`src/rtl/lnk_pkg.sv`:
```
package lnk_pkg;

  typedef enum logic [2:0] {
    RES_NONE    = 3'd0,
    RES_END     = 3'd1,
    RES_NORESP  = 3'd2,
    RES_DATAERR = 3'd3,
    RES_TYPEERR = 3'd4
  } res_e;

  function automatic logic [3:0] ones8(input logic [7:0] v);
    logic [3:0] n;
    n = '0;
    for (int i = 0; i < 8; i++) n = n + 4'(v[i]);
    return n;
  endfunction

endpackage

```
`src/rtl/lnk_chunk_tx.sv`:
```
module lnk_chunk_tx #(
  parameter int BIT_CYC = 8,
  parameter int CW      = 8
)(
  input  logic       clk,
  input  logic       rst,
  input  logic       go,
  input  logic [3:0] nbits,
  input  logic [7:0] data,
  output logic       val,
  output logic       done
);
  localparam int HALF_CYC = BIT_CYC / 2;

  typedef enum logic [2:0] {PH_IDLE, PH_SLO, PH_SHI, PH_DAT, PH_PAR} ph_e;

  ph_e          ph;
  logic [CW-1:0] cnt, plen;
  logic [7:0]   sh, mask;
  logic [3:0]   left;
  logic         par;

  assign mask = 8'((9'd1 << nbits) - 9'd1);

  always_comb begin
    case (ph)
      PH_SHI:  plen = CW'(HALF_CYC - 1);
      default: plen = CW'(BIT_CYC - 1);
    endcase
  end

  always_ff @(posedge clk) begin
    if (rst) begin
      ph <= PH_IDLE; cnt <= '0; sh <= '0; left <= '0;
      par <= 1'b0; val <= 1'b0; done <= 1'b0;
    end else begin
      done <= 1'b0;
      if (go) begin
        ph   <= PH_SLO;
        cnt  <= '0;
        val  <= 1'b0;
        sh   <= data << (4'd8 - nbits);
        par  <= ^(data & mask);
        left <= nbits;
      end else if (ph != PH_IDLE) begin
        if (cnt == plen) begin
          cnt <= '0;
          case (ph)
            PH_SLO: begin ph <= PH_SHI; val <= 1'b1; end
            PH_SHI: begin ph <= PH_DAT; val <= sh[7]; sh <= sh << 1; left <= left - 4'd1; end
            PH_DAT: begin
              if (left == 4'd0) begin
                ph <= PH_PAR; val <= par;
              end else begin
                val <= sh[7]; sh <= sh << 1; left <= left - 4'd1;
              end
            end
            default: begin ph <= PH_IDLE; val <= 1'b0; done <= 1'b1; end
          endcase
        end else begin
          cnt <= cnt + 1'b1;
        end
      end
    end
  end

  // a chunk is only launched when the framer is free
  a_r3_go_when_idle: assert property (@(posedge clk) disable iff (rst)
    go |-> ph == PH_IDLE);

endmodule

```
`src/rtl/lnk_chunk_rx.sv`:
```
module lnk_chunk_rx #(
  parameter int BIT_CYC = 8,
  parameter int CW      = 8
)(
  input  logic       clk,
  input  logic       rst,
  input  logic       go,
  input  logic       line,
  input  logic [3:0] nbits,
  output logic [7:0] data,
  output logic       perr,
  output logic       done
);
  typedef enum logic [1:0] {RX_IDLE, RX_WLO, RX_WHI, RX_SMP} rph_e;

  rph_e          ph;
  logic [CW-1:0] cnt;
  logic [3:0]    left;
  logic          par;

  always_ff @(posedge clk) begin
    if (rst) begin
      ph <= RX_IDLE; cnt <= '0; left <= '0; par <= 1'b0;
      data <= '0; perr <= 1'b0; done <= 1'b0;
    end else begin
      done <= 1'b0;
      if (go) begin
        ph <= RX_WLO; data <= '0; par <= 1'b0; perr <= 1'b0;
      end else begin
        case (ph)
          RX_WLO: if (!line) ph <= RX_WHI;
          RX_WHI: if (line) begin ph <= RX_SMP; cnt <= '0; left <= nbits; end
          RX_SMP: begin
            if (cnt == CW'(BIT_CYC - 1)) begin
              cnt <= '0;
              if (left != 4'd0) begin
                data <= {data[6:0], line};
                par  <= par ^ line;
                left <= left - 4'd1;
              end else begin
                perr <= par ^ line;
                done <= 1'b1;
                ph   <= RX_IDLE;
              end
            end else begin
              cnt <= cnt + 1'b1;
            end
          end
          default: ;
        endcase
      end
    end
  end

  // a new chunk is only armed when the previous one has completed
  a_r5_go_when_idle: assert property (@(posedge clk) disable iff (rst)
    go |-> ph == RX_IDLE);

endmodule

```
`src/rtl/lnk_initiator.sv`:
```
module lnk_initiator
  import lnk_pkg::*;
#(
  parameter int BIT_CYC   = 8,
  parameter int START_CYC = 3,
  parameter int POLL_CYC  = 2,
  parameter int ACK_W     = 4,
  parameter int IDX_W     = 4,
  parameter int TABLE_MAX = 9,
  parameter int LEN_W     = 4
)(
  input  logic             clk,
  input  logic             rst,
  input  logic             start,
  input  logic [IDX_W-1:0] start_idx,
  input  logic [LEN_W-1:0] rx_len,
  input  logic [LEN_W-1:0] tx_len,
  output logic             rx_valid,
  output logic [7:0]       rx_data,
  input  logic [7:0]       tx_data,
  output logic             tx_take,
  output logic             busy,
  output logic             done,
  output logic [2:0]       result,
  input  logic             line_in,
  output logic             line_oe,
  output logic             line_out
);
  localparam int HALF_CYC  = BIT_CYC / 2;
  localparam int ACK_LIMIT = POLL_CYC * (ACK_W + 2);
  localparam int CW        = $clog2(BIT_CYC + START_CYC + ACK_LIMIT + 2) + 1;
  localparam int IW        = IDX_W + 3;

  typedef enum logic [3:0] {
    S_IDLE, S_STLO, S_IDX, S_TAIL, S_AHI, S_ALO, S_RX,
    S_TSLO, S_TSHI, S_TWAIT, S_TLOW, S_TX, S_FIN
  } st_e;

  st_e              st;
  logic [CW-1:0]    cnt;
  logic             drv_out;
  logic [IDX_W-1:0] idx_q;
  logic [LEN_W-1:0] rxn, txn, left;
  logic             perr_q;

  logic       fr_go, fr_val, fr_done;
  logic [7:0] fr_data;
  logic [3:0] fr_bits;
  logic       rc_go, rc_perr, rc_done;
  logic [7:0] rc_data;
  logic [3:0] ones;
  logic [7:0] idx_word;

  assign ones     = ones8(8'(idx_q));
  assign idx_word = 8'({idx_q, ones[2:0]});

  assign fr_go = (st == S_STLO && cnt == CW'(START_CYC - 1))
              || (st == S_TLOW && cnt == CW'(HALF_CYC - 1) && txn != '0)
              || (st == S_TX && fr_done && left != LEN_W'(1));
  assign rc_go = (st == S_ALO && !line_in && rxn != '0)
              || (st == S_RX && rc_done && left != LEN_W'(1));
  assign fr_data = (st == S_STLO) ? idx_word : tx_data;
  assign fr_bits = (st == S_STLO) ? 4'(IW) : 4'd8;
  assign tx_take = fr_go && (st != S_STLO);
  assign line_out = (st == S_IDX || st == S_TX) ? fr_val : drv_out;

  lnk_chunk_tx #(.BIT_CYC(BIT_CYC), .CW(CW)) u_tx (
    .clk(clk), .rst(rst), .go(fr_go), .nbits(fr_bits), .data(fr_data),
    .val(fr_val), .done(fr_done));

  lnk_chunk_rx #(.BIT_CYC(BIT_CYC), .CW(CW)) u_rx (
    .clk(clk), .rst(rst), .go(rc_go), .line(line_in), .nbits(4'd8),
    .data(rc_data), .perr(rc_perr), .done(rc_done));

  always_ff @(posedge clk) begin
    if (rst) begin
      st <= S_IDLE; cnt <= '0; line_oe <= 1'b1; drv_out <= 1'b1;
      idx_q <= '0; rxn <= '0; txn <= '0; left <= '0; perr_q <= 1'b0;
      busy <= 1'b0; done <= 1'b0; result <= RES_NONE;
      rx_valid <= 1'b0; rx_data <= '0;
    end else begin
      done     <= 1'b0;
      rx_valid <= 1'b0;
      case (st)
        S_IDLE: if (start) begin
          if (start_idx > IDX_W'(TABLE_MAX)) begin
            result <= RES_TYPEERR;
            done   <= 1'b1;
          end else begin
            result <= RES_NONE; busy <= 1'b1;
            idx_q <= start_idx; rxn <= rx_len; txn <= tx_len; perr_q <= 1'b0;
            drv_out <= 1'b0; cnt <= '0; st <= S_STLO;
          end
        end
        S_STLO: if (cnt == CW'(START_CYC - 1)) begin cnt <= '0; st <= S_IDX; end
                else cnt <= cnt + 1'b1;
        S_IDX: if (fr_done) begin cnt <= '0; drv_out <= 1'b0; st <= S_TAIL; end
        S_TAIL: if (cnt == CW'(HALF_CYC - 1)) begin cnt <= '0; line_oe <= 1'b0; st <= S_AHI; end
                else cnt <= cnt + 1'b1;
        S_AHI: if (line_in) begin cnt <= '0; st <= S_ALO; end
        S_ALO: begin
          if (!line_in) begin
            left <= rxn;
            st   <= (rxn != '0) ? S_RX : S_TSLO;
          end else if (cnt == CW'(ACK_LIMIT - 1)) begin
            line_oe <= 1'b1; drv_out <= 1'b1; result <= RES_NORESP;
            done <= 1'b1; busy <= 1'b0; st <= S_IDLE;
          end else cnt <= cnt + 1'b1;
        end
        S_RX: if (rc_done) begin
          rx_valid <= 1'b1;
          rx_data  <= rc_data;
          if (left == LEN_W'(1)) begin
            if (perr_q || rc_perr) begin
              line_oe <= 1'b1; drv_out <= 1'b1; result <= RES_DATAERR;
              done <= 1'b1; busy <= 1'b0; st <= S_IDLE;
            end else st <= S_TSLO;
          end else begin
            left   <= left - 1'b1;
            perr_q <= perr_q | rc_perr;
          end
        end
        S_TSLO: if (!line_in) st <= S_TSHI;
        S_TSHI: if (line_in) begin cnt <= '0; st <= S_TWAIT; end
        S_TWAIT: if (cnt == CW'(BIT_CYC - 1)) begin
          cnt <= '0; line_oe <= 1'b1; drv_out <= 1'b0; st <= S_TLOW;
        end else cnt <= cnt + 1'b1;
        S_TLOW: if (cnt == CW'(HALF_CYC - 1)) begin
          cnt  <= '0;
          left <= txn;
          st   <= (txn != '0) ? S_TX : S_FIN;
        end else cnt <= cnt + 1'b1;
        S_TX: if (fr_done) begin
          if (left == LEN_W'(1)) begin cnt <= '0; drv_out <= 1'b0; st <= S_FIN; end
          else left <= left - 1'b1;
        end
        S_FIN: if (cnt == CW'(BIT_CYC - 1)) begin
          cnt <= '0; drv_out <= 1'b1; result <= RES_END;
          done <= 1'b1; busy <= 1'b0; st <= S_IDLE;
        end else cnt <= cnt + 1'b1;
        default: st <= S_IDLE;
      endcase
    end
  end

  // idle means the wire is actively held high
  a_r1_idle_high: assert property (@(posedge clk) disable iff (rst)
    !busy |-> (line_oe && line_out));
  // out-of-range index refused without starting
  a_r2_type_err: assert property (@(posedge clk) disable iff (rst)
    (start && !busy && start_idx > IDX_W'(TABLE_MAX)) |=> (result == RES_TYPEERR && !busy && done));
  // the wire is only released inside a transaction
  a_r4_release_busy: assert property (@(posedge clk) disable iff (rst)
    !line_oe |-> busy);
  // received bytes only surface during a transaction or at its end
  a_r5_valid_in_txn: assert property (@(posedge clk) disable iff (rst)
    rx_valid |-> (busy || done));
  // no transmit byte after a parity failure
  a_r6_no_take_on_err: assert property (@(posedge clk) disable iff (rst)
    tx_take |-> !perr_q);
  // one take strobe per byte
  a_r8_take_pulse: assert property (@(posedge clk) disable iff (rst)
    tx_take |=> !tx_take);
  // result is held between transactions
  a_r11_result_hold: assert property (@(posedge clk) disable iff (rst)
    (!busy && !start) |=> $stable(result));

endmodule

```
`config.mk`:
```
export PLATFORM = sky130hd
export DESIGN_NAME = lnk_initiator
export DESIGN_NICKNAME = d
export VERILOG_FILES = /design/src/rtl/lnk_pkg.sv /design/src/rtl/lnk_chunk_tx.sv /design/src/rtl/lnk_chunk_rx.sv /design/src/rtl/lnk_initiator.sv
export SDC_FILE = /design/constraint.sdc
export NUM_CORES = 1
export LEC_CHECK = 0
export BUFFER_PORTS_ARGS = -buffer_cell sky130_fd_sc_hd__buf_2
export CORE_MARGIN = 1.5
export CORE_UTILIZATION = 55
export DETAILED_ROUTE_END_ITERATION = 7
export PLACE_DENSITY = 0.82
export SYNTH_ARGS = -nofsm -noshare
export SYNTH_HDL_FRONTEND = slang
export SYNTH_SLANG_ARGS = --single-unit
```
`constraint.sdc`:
```
create_clock -name clk -period 2.88 [get_ports clk]
set_clock_uncertainty 0.05 [all_clocks]
set_input_delay 0.864 -clock clk [delete_from_list [all_inputs] [get_ports clk]]
set_output_delay 0.864 -clock clk [all_outputs]
set_load 0.02 [all_outputs]
```
* Yosys cells after proc, flatten, opt, wreduce, memory -nomap -nowiden
Index checks and enable logic that the tools add are counted.
** Word-level totals
- Flip-flop bits (word level) :: 90
- Input bits :: 24
- Output and inout port bits :: 17
- Word-level logic and storage cells :: 301
** Operators by class
- Add/subtract/negate cells :: 11
- $lt $le $gt $ge :: 1
- Equality and inequality tests :: 62
- Shifts and indexed selects :: 2
- Mux-type cells :: 120
- Bitwise operators :: 11
- Reductions and logical operators :: 64
** Operators with widths (count)
- 4-bit two-way mux :: 30
- 6-bit two-way mux :: 13
- 4-bit one-hot mux with 13 select lines :: 1
- 6-bit one-hot mux with 8 select lines :: 1
- 1-bit two-way mux :: 40
- 8-bit two-way mux :: 5
- 3-bit two-way mux :: 12
- 2-bit inequality test, second input constant :: 16
- 4-bit nonzero test :: 7
- 5-bit AND reduction :: 5
- 2-bit by 1-bit inequality test with 1-bit output, second input constant :: 12
- 4-bit equality test, second input constant :: 5
- 6-bit by 1-bit adder with 6-bit output, second input constant :: 3
- 3-bit AND reduction :: 6
- 9-bit AND reduction :: 2
- 4-bit by 3-bit equality test with 1-bit output, second input constant :: 4
- 4-bit one-hot mux with 2 select lines :: 2
- 4-bit one-hot mux with 4 select lines :: 1
- 8-bit one-hot mux with 2 select lines :: 1
- 16-bit AND reduction :: 1
- 8-bit AND reduction :: 2
- 13-bit AND reduction :: 1
- 6-bit by 2-bit equality test with 1-bit output, second input constant :: 2
- 6-bit by 3-bit equality test with 1-bit output, second input constant :: 2
- other kinds (47) :: 97

* Logic depth before layout (Yosys ltp)
- Depth after elaboration :: 7
- Mapped depth :: 11
- Depth with buffers taken out :: 11

* Hierarchy
From an unflattened synthesis, not the netlist that was laid out.
** Second synthesis, totals
- Cells, all modules :: 736
- Area, all modules :: 6012.0 um^2
** By module, submodules not included
- lnk_initiator :: instances 1, cells each 377, area each 2960.3 um^2
- lnk_chunk_tx :: instances 1, cells each 228, area each 1839.3 um^2
- lnk_chunk_rx :: instances 1, cells each 131, area each 1212.4 um^2

* Worst setup path after synthesis
OpenSTA, ideal clock, no wires.
- Path type :: input port to flip-flop
- From :: in start
- To :: reg done
- Setup time :: 0.067 ns
- Arrival :: 2.419 ns
- Setup slack :: 0.344 ns
- Stages on the path :: 7
- Path through :: or3b_1 a221oi_1 a31oi_1 or2_1 buf_6 or4_4 a21oi_2
** On the way
- Word-level cells in the longest chain between the ends :: 2
** RTL lines
- from (decl) :: RTL line lnk_initiator.sv:14 : input logic start,
- 1-bit two-way mux :: RTL line lnk_initiator.sv:85 : S_IDLE: if (start) begin
- 1-bit one-hot mux with 4 select lines :: RTL line lnk_initiator.sv:84 : case (st)
- to (signal assigned) :: RTL line lnk_initiator.sv:79 : busy <= 1'b0; done <= 1'b0; result <= RES_NONE;
- to (signal assigned) :: RTL line lnk_initiator.sv:82 : done <= 1'b0;
- to (signal assigned) :: RTL line lnk_initiator.sv:88 : done <= 1'b1;
- to (decl) :: RTL line lnk_initiator.sv:23 : output logic done,
Every way passes these cells.
A chain may end at the register's enable or synchronous reset.

* Worst setup path in the final report
- From :: reg st[2]
- To :: out line_out
** On the way
- Word-level cells in the longest chain between the ends :: 3
- Elaborated cells on any way between the ends :: 4
- Classes of those cells :: eq/ne (2); mux (1); reduce/logical (1)
** RTL lines
- from (decl) :: RTL line lnk_initiator.sv:39 : st_e st;
- from (signal assigned) :: RTL line lnk_initiator.sv:104 : st <= (rxn != '0) ? S_RX : S_TSLO;
- from (signal assigned) :: RTL line lnk_initiator.sv:131 : st <= (txn != '0) ? S_TX : S_FIN;
- 4-bit by 2-bit equality test with 1-bit output or 4-bit equality test (tied branches) :: RTL line lnk_initiator.sv:65 : assign line_out = (st == S_IDX || st == S_TX) ? fr_val : drv_out;
- 1-bit logical OR (*) :: RTL line lnk_initiator.sv:65
- 1-bit two-way mux (*) :: RTL line lnk_initiator.sv:65
- to (decl) :: RTL line lnk_initiator.sv:27 : output logic line_out
Every way passes the cells marked *; elsewhere a longest branch is shown, timed or not.

==> qor.csv <==
metric,value,unit
timing.hold.ws,0.4133,ns
synth_top_family_by_area,simple AND/OR/NAND/NOR gates,
clock_latency,0.37,ns
vdd.ir_drop.worst,0.3380,mV
diodes,0,
timing.final.crit_share,96.24,%
synth_edf_count,0,
coreArea,8806,sq um
worst_pin_slew,0.8696,ns
hp-class,reg -> reg,
wirelength,12.17,mm
place_area,5388,sq um
max_cap_violations,0,
grt_usage,25.90,%
grt_max_degree,25,
slew_violations,0,
timing.fmax,0.3608,GHz
yosysTopAreaCellShare,35.57,%
post_cts_buffers,0,
avgSynthCellArea,8.289,sq um
firstDrtPassIters,8,
fin_crit,2.772,ns
p_leak,2.100,nW
outcome,finished with violations,
r2r_slack,0.31,ns
initial_core_util,57.52,%
cts_root_buf,clkbuf_8,
gr-total-overflow,0,
antenna_found_initial,0,
synth_fa_ha_area_share,3.360,%
cts_resized,0,
drt-wirelength-per-cell,16.07,microns
synthMuxAreaShare,4.644,%
setup_viol,0,
slew_headroom,41.29,%
crit_fanout,21,
cts.sinks,90,
hold-path-cell-count,2,
worst_hold_startpoint,rx_data[3],
finalHoldViolCount,0,
async_flop_share,0,%
synth_compound_area_share,17.91,%
ys_types,76,
yosys.area.top_type,dfxtp_1,
design_area,5603,sq um
fillers,736,
synth_area_leaders,"dfxtp_1 (36%), a21oi_1 (4.8%), nor2_1 (4.8%)",
worstSetupPathType,reg -> out,
crit_start,st[2],
area.growth.synth_to_final,10.62,%
die_area,9793,sq um
synth-xor-area-share,6.052,%
gp_congestion,0.9533,
hold_path_end,rx_data[3],
post_route_cells_drive_above_1_share,14.64,%
drc_errors,3,
synth-simple-area-share,27.54,%
crit_arrival,1.86,ns
rows,34,
r2r_end,done,
via_count,4633,
rsz0062_at_grt,no,
grt_pass1_vias,4512,
r2r_cells,6,
clk_pin_slew,0.09,ns
crit_required,1.97,ns
clock_path_buffers,2,
grt_pass1_wl,20.58,mm
die_w,98.96,microns
place_hpwl,8.678,mm
nNetsFinal,682,
power_density,594.7,nW/um^2
syn_nets,648,
mostFrequentLayoutCells,"dfxtp_1 (90), nor2_1 (65), nand2_1 (64)",
syn_area,5065,sq um
cts_tree,done,
ant_nets,0,
crit_path_end_kind,primary output,
synthCells,611,
port_buffers,40,
ys_seq_area_share,35.57,%
die_h,98.96,microns
io_pins,41,
hold_buffers,0,
finalSetupTns,0,ns
yosys_warnings,0,
drt_first_iter_violations,375,
numCtsBuffers,9,
via_per_inst,6.120,
ys_ff_latch,90,
synth-main-ff-cell,dfxtp_1,
worst_setup_path_start_kind,register,
htreeDepth,3,
final_common_cell,dfxtp_1,
timing.rr.start,st[2],
failed_checks,DRC,
==> registers in the layout, summed over array words and instances (netlist names), 2 cells and up <==
signal     cells
u_rx.cnt       6
st             4
u_tx.cnt       6
idx_q          4
left           4
result         3
u_tx.sh        8
u_rx.data      8
rx_data        8
u_rx.left      4
rxn            4
u_tx.left      4
cnt            6
txn            4
u_rx.ph        2
u_tx.ph        3
==> how the worst max path moves through the flow <==
stage                      endpoint  slack [ns]  cells after the start
final                      line_out        0.11                      4
after global routing        tx_take        0.02                      4
after CTS                  line_out        0.13                      4
after detailed placement       done        0.20                      7
after global placement    result[0]        0.21                      7
after floorplan                done        0.34                      7
==> kinds of logic after synthesis <==
group	Yosys count
and+or+nand+nor	259
AOI/OAI and AO/OA	133
DFF	90
buffers and inverters	58
xor gates and xnor gates	35
muxes	23
adders and majority gates	13
==> routing by layer <==
layer / GRT usage (%) / routed length (microns)
met1: 34.87 / 5403
met2: 41.49 / 5680
met3: 4.255 / 857
met4: 10.44 / 226
met5: 0 / 0
==> synthesized netlist by cell type (11+ instances only) <==
| cell | count |
|---|---|
| dfxtp_1 | 90 |
| nor2_1 | 65 |
| nand2_1 | 64 |
| a21oi_1 | 49 |
| clkbuf_1 | 25 |
| xnor2_1 | 22 |
| nand3_1 | 20 |
| inv_1 | 19 |
| mux2i_1 | 19 |
| o21ai_0 | 19 |
| nand2b_1 | 17 |
| nor3_1 | 14 |
| xor2_1 | 13 |
| ha_1 | 12 |
| a211oi_1 | 11 |
==> report_power, final <==
group	total, mW	internal (mW)	switching [mW]
clock network	0.972	0.510	0.461
registers	1.39	1.31	0.0751
logic	0.974	0.401	0.574
==> critical path: stages (launching register included) <==
cell and delay, ns:
dfxtp_1 0.74, inv_1 0.13, nand3_1 0.12, mux2_2 0.34
buf_2 0.16
==> stage by stage <==
step           total power, mW  instances  setup WS, ns  util (%)
2_1_floorplan            2.149        611        0.3437         -
3_3_place_gp             2.337        742        0.2138     61.18
3_5_place_dp             2.363        742        0.1963     61.18
4_1_cts                  3.329        757        0.1312     63.63
5_1_grt                  3.505        757       0.01534     63.63
6_report                 3.332        757        0.1084     63.63
==> layout make-up <==
cell class / count / area, sq um / share of cell area [%]
Sequential cell: 90 / 1802 / 32.16
Clock inverter: 4 / 73.82 / 1.318
Clock buffer: 11 / 141.4 / 2.523
Tap cell: 108 / 135.1 / 2.412
Inverter: 19 / 71.32 / 1.273
Timing Repair Buffer: 62 / 365.4 / 6.521
Multi-Input combinational cell: 463 / 3014 / 53.80
Power figures use the tool's default switching activity.
